==> src/rtl/frac_baud_pkg.sv <==
package frac_baud_pkg;
  typedef enum logic [2:0] {
    REG_PRE_LO = 3'd0,
    REG_PRE_HI = 3'd1,
    REG_OVS    = 3'd2,
    REG_DIV_LO = 3'd3,
    REG_DIV_HI = 3'd4,
    REG_MODE   = 3'd5,
    REG_CTRL   = 3'd6
  } reg_addr_e;

  localparam int PRE_STEP  = 8;    // one eighth per unit
  localparam int PRE_RESET = 271;  // 33.875
  localparam int OVS_MIN   = 4;
  localparam int OVS_MAX   = 16;
endpackage

==> src/rtl/baud_regs.sv <==
module baud_regs
  import frac_baud_pkg::*;
#(
  parameter int PRE_W  = 9,
  parameter int DIV_W  = 16,
  parameter int OVS_W  = 5,
  parameter int DATA_W = 8
) (
  input  logic              clk_i,
  input  logic              rst_ni,
  input  logic              wr_en_i,
  input  logic [2:0]        wr_addr_i,
  input  logic [DATA_W-1:0] wr_data_i,
  output logic [PRE_W-1:0]  pre_raw_o,
  output logic              pre_en_o,
  output logic [DIV_W-1:0]  div_o,
  output logic [OVS_W-1:0]  ovs_o,
  output logic              reload_o
);
  localparam int PRE_HI_W = PRE_W - DATA_W;
  localparam int DIV_HI_W = DIV_W - DATA_W;

  logic [PRE_W-1:0] pre_q;
  logic [DIV_W-1:0] div_q;
  logic [OVS_W-1:0] ovs_q;
  logic             enh_q, pre_en_q, reload_q;

  always_ff @(posedge clk_i or negedge rst_ni) begin
    if (!rst_ni) begin
      pre_q    <= PRE_W'(PRE_RESET);
      div_q    <= DIV_W'(1);
      ovs_q    <= '0;
      enh_q    <= 1'b0;
      pre_en_q <= 1'b0;
      reload_q <= 1'b0;
    end else begin
      reload_q <= wr_en_i;
      if (wr_en_i) begin
        case (reg_addr_e'(wr_addr_i))
          REG_PRE_LO: if (enh_q) pre_q <= PRE_W'(wr_data_i);  // clears top bits
          REG_PRE_HI: if (enh_q) pre_q[PRE_W-1:DATA_W] <= wr_data_i[PRE_HI_W-1:0];
          REG_OVS:    ovs_q <= wr_data_i[OVS_W-1:0];
          REG_DIV_LO: div_q[DATA_W-1:0] <= wr_data_i;
          REG_DIV_HI: div_q[DIV_W-1:DATA_W] <= wr_data_i[DIV_HI_W-1:0];
          REG_MODE:   enh_q <= wr_data_i[0];
          REG_CTRL:   pre_en_q <= wr_data_i[0];
          default: ;
        endcase
      end
    end
  end

  assign pre_raw_o = pre_q;
  assign pre_en_o  = pre_en_q;
  assign div_o     = div_q;
  assign ovs_o     = ovs_q;
  assign reload_o  = reload_q;


  pre_locked_chk: assert property (@(posedge clk_i) disable iff (!rst_ni)
    (wr_en_i && !enh_q && (wr_addr_i == REG_PRE_LO || wr_addr_i == REG_PRE_HI))
    |=> $stable(pre_q));


  pre_hi_clear_chk: assert property (@(posedge clk_i) disable iff (!rst_ni)
    (wr_en_i && enh_q && wr_addr_i == REG_PRE_LO) |=> (pre_q[PRE_W-1:DATA_W] == '0));
endmodule

==> src/rtl/frac_prescaler.sv <==
module frac_prescaler
  import frac_baud_pkg::*;
#(
  parameter int PRE_W = 9
) (
  input  logic             clk_i,
  input  logic             rst_ni,
  input  logic             reload_i,
  input  logic             en_i,
  input  logic [PRE_W-1:0] raw_i,
  output logic             stb_o
);
  localparam int ACC_W = PRE_W + 1;

  logic [ACC_W-1:0] acc_q, sum;
  logic [PRE_W-1:0] r_eff;
  logic             hit;

  always_comb begin
    r_eff = (!en_i || raw_i < PRE_W'(PRE_STEP)) ? PRE_W'(PRE_STEP) : raw_i;
    sum   = acc_q + ACC_W'(PRE_STEP);
    hit   = sum >= ACC_W'(r_eff);
  end

  assign stb_o = hit && !reload_i;

  always_ff @(posedge clk_i or negedge rst_ni) begin
    if (!rst_ni)       acc_q <= '0;
    else if (reload_i) acc_q <= '0;
    else if (hit)      acc_q <= sum - ACC_W'(r_eff);
    else               acc_q <= sum;
  end


  acc_restart_chk: assert property (@(posedge clk_i) disable iff (!rst_ni)
    reload_i |=> (acc_q == '0));


  acc_step_chk: assert property (@(posedge clk_i) disable iff (!rst_ni)
    (!reload_i && !hit) |=> (acc_q == $past(acc_q) + ACC_W'(PRE_STEP)));
endmodule

==> src/rtl/tick_divider.sv <==
module tick_divider #(
  parameter int W         = 16,
  parameter int RESET_CNT = 0
) (
  input  logic         clk_i,
  input  logic         rst_ni,
  input  logic         reload_i,
  input  logic         stb_i,
  input  logic [W-1:0] ratio_i,
  output logic         tick_o
);
  logic [W-1:0] cnt_q;

  assign tick_o = stb_i && (cnt_q == '0);

  always_ff @(posedge clk_i or negedge rst_ni) begin
    if (!rst_ni)            cnt_q <= W'(RESET_CNT);
    else if (reload_i)      cnt_q <= ratio_i - W'(1);
    else if (stb_i) begin
      if (cnt_q == '0)      cnt_q <= ratio_i - W'(1);
      else                  cnt_q <= cnt_q - W'(1);
    end
  end


  cnt_restart_chk: assert property (@(posedge clk_i) disable iff (!rst_ni)
    reload_i |=> (cnt_q == $past(ratio_i) - W'(1)));


  cnt_hold_chk: assert property (@(posedge clk_i) disable iff (!rst_ni)
    (!reload_i && !stb_i) |=> $stable(cnt_q));
endmodule

==> src/rtl/frac_baud_gen.sv <==
module frac_baud_gen
  import frac_baud_pkg::*;
#(
  parameter int PRE_W  = 9,
  parameter int DIV_W  = 16,
  parameter int OVS_W  = 5,
  parameter int DATA_W = 8
) (
  input  logic              clk_i,
  input  logic              rst_ni,
  input  logic              wr_en_i,
  input  logic [2:0]        wr_addr_i,
  input  logic [DATA_W-1:0] wr_data_i,
  output logic              os_tick_o,
  output logic              bit_tick_o
);
  logic [PRE_W-1:0] pre_raw;
  logic [DIV_W-1:0] div_raw, div_eff;
  logic [OVS_W-1:0] ovs_raw, ovs_eff;
  logic             pre_en, reload, pre_stb;

  baud_regs #(.PRE_W(PRE_W), .DIV_W(DIV_W), .OVS_W(OVS_W), .DATA_W(DATA_W)) u_regs (
    .clk_i, .rst_ni, .wr_en_i, .wr_addr_i, .wr_data_i,
    .pre_raw_o(pre_raw), .pre_en_o(pre_en), .div_o(div_raw),
    .ovs_o(ovs_raw), .reload_o(reload)
  );

  always_comb begin
    div_eff = (div_raw == '0) ? DIV_W'(1) : div_raw;
    if (ovs_raw == '0 || ovs_raw > OVS_W'(OVS_MAX)) ovs_eff = OVS_W'(OVS_MAX);
    else if (ovs_raw < OVS_W'(OVS_MIN))            ovs_eff = OVS_W'(OVS_MIN);
    else                                            ovs_eff = ovs_raw;
  end

  frac_prescaler #(.PRE_W(PRE_W)) u_pre (
    .clk_i, .rst_ni, .reload_i(reload), .en_i(pre_en), .raw_i(pre_raw), .stb_o(pre_stb)
  );

  tick_divider #(.W(DIV_W), .RESET_CNT(0)) u_div (
    .clk_i, .rst_ni, .reload_i(reload), .stb_i(pre_stb), .ratio_i(div_eff), .tick_o(os_tick_o)
  );

  tick_divider #(.W(OVS_W), .RESET_CNT(OVS_MAX - 1)) u_ovs (
    .clk_i, .rst_ni, .reload_i(reload), .stb_i(os_tick_o), .ratio_i(ovs_eff), .tick_o(bit_tick_o)
  );


  bit_in_os_chk: assert property (@(posedge clk_i) disable iff (!rst_ni)
    bit_tick_o |-> os_tick_o);


  quiet_restart_chk: assert property (@(posedge clk_i) disable iff (!rst_ni)
    $past(wr_en_i) |-> (!os_tick_o && !bit_tick_o));
endmodule

==> config.mk <==
export PLATFORM = sky130hd
export DESIGN_NAME = frac_baud_gen
export DESIGN_NICKNAME = d
export VERILOG_FILES = /design/src/rtl/frac_baud_pkg.sv /design/src/rtl/baud_regs.sv /design/src/rtl/frac_prescaler.sv /design/src/rtl/tick_divider.sv /design/src/rtl/frac_baud_gen.sv
export SDC_FILE = /design/constraint.sdc
export NUM_CORES = 1
export LEC_CHECK = 0
export CAP_MARGIN = 20
export CELL_PAD_IN_SITES_DETAIL_PLACEMENT = 0
export CELL_PAD_IN_SITES_GLOBAL_PLACEMENT = 2
export CORE_UTILIZATION = 43
export DETAILED_ROUTE_END_ITERATION = 7
export GPL_ROUTABILITY_DRIVEN = 0
export MAX_ROUTING_LAYER = met4
export PLACE_DENSITY = 0.87
export SLEW_MARGIN = 20
export SYNTH_ARGS = -nofsm -noshare
export SYNTH_HDL_FRONTEND = slang
export SYNTH_SLANG_ARGS = --single-unit
==> constraint.sdc <==
create_clock -name clk_i -period 5.5 [get_ports clk_i]
set_clock_uncertainty 0.1 [all_clocks]
set_input_delay 0.55 -clock clk_i [delete_from_list [all_inputs] [get_ports clk_i]]
set_output_delay 0.55 -clock clk_i [all_outputs]
set_load 0.005 [all_outputs]
==> impl_metrics.env <==
export IMPL_maxCapViolations=0
export IMPL_clockRootBuffer="clkbuf_8"
export IMPL_reg2reg_depth=10
export IMPL_period_share_pct=81.6
export IMPL_antenna_cells=0
export IMPL_grt_busiest_layer="met2"
export IMPL_crit_path_start_kind="flop"
export IMPL_avgSynthCellArea_um2=9.53
export IMPL_rsz0062_at_grt="false"
export IMPL_grt_ovfl_total=0
export IMPL_slowest_delay_ns=0.51
export IMPL_dp_slack_ns=1.40
export IMPL_synth_seq_area_share_pct=40.4
export IMPL_fmax_mhz=223
export IMPL_cts_num_sinks=64
export IMPL_path_delay_family="simple AND/OR/NAND/NOR gates"
export IMPL_worstPathMaxFanout=8
export IMPL_dp_hpwl_um=7280
export IMPL_instances_no_fill=553
export IMPL_synth_edf_count=0
export IMPL_port_buffers=15
export IMPL_p_leak_nw=1.85
export IMPL_fp_coreArea_mm2=0.00885
export IMPL_avgRoutedWirePerCell_um=18.1
export IMPL_rr_endpoint="u_div.cnt_q[3]$_DFFE_PN0P_"
export IMPL_power_density_mw_per_mm2=555
export IMPL_hold_path_class="in -> async"
export IMPL_use_met1_pct=32.4
export IMPL_synth_cells=419
export IMPL_drive_gt1_share_pct=16.6
export IMPL_setup_viol=0
export IMPL_use_met3_pct=3.65
export IMPL_final_nets=470
export IMPL_slowest_stage="or4_1"
export IMPL_holdBufCountCts=0
export IMPL_tightest_slew_ns=0.998
export IMPL_synth_nets=449
export IMPL_crit_reg2reg_launch="u_regs.pre_raw_o[8]$_DFFE_PN1P_"
export IMPL_synthArstFlopShare_pct=100
export IMPL_fillers=852
export IMPL_clk_path_buf_depth=2
export IMPL_worstPathRequired_ns=4.85
export IMPL_grt_util_all_layers_pct=23.3
export IMPL_period_needed_ns=4.49
export IMPL_clk_pin_slew_worst_paths_ns=0.08
export IMPL_use_met2_pct=36.2
export IMPL_grt_pass1_vias=3186
export IMPL_relSlewSlack_pct=33.0
export IMPL_dp_cells=537
export IMPL_ios=16
export IMPL_drtAntennaViolNets=0
export IMPL_final_util_pct=50.7
export IMPL_ys_ff_latch=64
export IMPL_clock_latency_ns=0.34
export IMPL_final_area_mm2=0.00449
export IMPL_htree_levels=3
export IMPL_cts_tree="built"
export IMPL_whs_ns=0.273
export IMPL_drt_wl_total_um=10000
export IMPL_yosys_most_used_dff="dfrtp_1"
export IMPL_peakVddDrop_uv=234
export IMPL_crit_path_cell_trace="or4_1 -> o31a_1 -> and2_1 -> ha_1 -> inv_1 -> fa_1 -> nand3_1 -> a21boi_0 -> o31a_1 -> nand2b_1 -> and3_1 -> and2_1 -> clkdlybuf4s50_1"
export IMPL_via_count=3272
export IMPL_drtIter0Drc=229
export IMPL_synth_distinct_cells=65
export IMPL_fin_ws_ns=1.01
export IMPL_grt_pass1_wl_um=16800
export IMPL_maxSlewViolCount=0
export IMPL_power_mw=2.49
export IMPL_area_growth_pct=12.4
export IMPL_first_pass_iters=4
export IMPL_hold_viol=0
export IMPL_antenna_found_initial=0
export IMPL_fp_dieH_um=98.4
export IMPL_num_rows=34
export IMPL_outcome="complete, no violations"
export IMPL_cts_buffers=9
export IMPL_path_buf_inv=2
export IMPL_dieArea_mm2=0.00967
export IMPL_viasPerCell=5.92
export IMPL_place_area_mm2=0.00427
export IMPL_critPathKind="reg -> out"
export IMPL_worstPathArrival_ns=3.84
export IMPL_syn_area_mm2=0.00399
export IMPL_grt_max_degree=65
export IMPL_floorplan_initialDensity_pct=45.1
export IMPL_cts_resized=0
export IMPL_die_w_um=98.4
export IMPL_critPathCaptureType="output port"
export IMPL_cts_setup_buffers=0
export IMPL_rrSetupSlack_ns=1.63
export IMPL_setup_tns_ns=0
export IMPL_ys_warn_count=0
export IMPL_remaining_drc_errors=0
## cells in the final DEF, fill, tap and decap left out, types with 9 or more instances in the layout
| master | n |
|---|---|
| clkbuf_8 | 10 |
| xor2_1 | 9 |
| dfrtp_1 | 54 |
| a21o_1 | 9 |
| ha_1 | 15 |
| mux2_2 | 32 |
| xnor2_1 | 12 |
| nand3_1 | 11 |
| nand2_1 | 46 |
| a21oi_1 | 19 |
| clkdlybuf4s50_1 | 14 |
| inv_1 | 13 |
| nor2_1 | 40 |
| nor3_1 | 16 |
| dfstp_2 | 10 |
| o21ai_0 | 16 |
## final cells by class
cell class	instances	area, um2	area share (%)
sequential	64	1610	36.0
tap	108	135	3.01
clock buffer	11	141	3.15
clock inverter	5	80.1	1.78
timing repair buffer	21	190	4.24
multi-input combinational	330	2280	50.7
inverter	14	52.6	1.17
## kinds of logic (layout without fill, tap and decap cells)
group,count (synthesis),count (layout),synth area share (%)
compound gates,95,95,16.6
xor+xnor,21,21,4.61
fa+ha+maj,16,16,5.20
buf+inv,25,51,2.57
flops,64,64,40.4
mux,33,33,9.28
simple gates,165,165,21.3
## flip-flops by register name, summed over array words and instances, names as in the netlist
| signal | count |
|---|---|
| u_pre.acc_q | 10 |
| u_regs.reload_o | 1 |
| u_regs.ovs_o | 5 |
| u_regs.pre_en_o | 1 |
| u_regs.div_o | 16 |
| u_regs.pre_raw_o | 9 |
| u_regs.enh_q | 1 |
| u_ovs.cnt_q | 5 |
| u_div.cnt_q | 16 |
## report_power, final
group	internal, mW	leakage, nW	switching [mW]	total [mW]
clock	0.267	0.106	0.189	0.456
sequential	0.659	0.769	0.171	0.830
combinational	0.508	0.976	0.695	1.20
total	1.43	1.85	1.05	2.49
## layer usage
layer	up-vias	routed length, um
met5	-	0
met4	0	49
met3	5	442
met2	77	4590
met1	1603	4950
li1	1587	-
## synth_stat cells (5+ instances only)
cell type | count | area [um2]
dfrtp_1 | 54 | 1350
nand2_1 | 46 | 173
nor2_1 | 40 | 150
mux2_2 | 32 | 360
a21oi_1 | 19 | 95.1
nor3_1 | 16 | 80.1
o21ai_0 | 16 | 80.1
ha_1 | 15 | 188
inv_1 | 13 | 48.8
xnor2_1 | 12 | 105
nand3_1 | 11 | 55.1
dfstp_2 | 10 | 263
a21o_1 | 9 | 67.6
xor2_1 | 9 | 78.8
a221o_1 | 6 | 60.1
and3_1 | 6 | 37.5
clkbuf_1 | 6 | 22.5
nor2b_1 | 6 | 37.5
o221ai_1 | 5 | 43.8
## how the worst max path moves through the flow
stage                                    startpoint         end  slack [ns]  depth (start not counted)
floorplan           u_regs.pre_raw_o[8]$_DFFE_PN1P_  bit_tick_o        1.99                         13
global placement    u_regs.pre_raw_o[8]$_DFFE_PN1P_  bit_tick_o        1.42                         13
detailed placement  u_regs.pre_raw_o[8]$_DFFE_PN1P_  bit_tick_o        1.40                         13
CTS                 u_regs.pre_raw_o[7]$_DFFE_PN0P_  bit_tick_o        1.01                         13
global route        u_regs.pre_raw_o[7]$_DFFE_PN0P_  bit_tick_o        0.75                         13
finish              u_regs.pre_raw_o[8]$_DFFE_PN1P_  bit_tick_o        1.01                         13
Note: power is estimated with default switching activity, not from simulation.
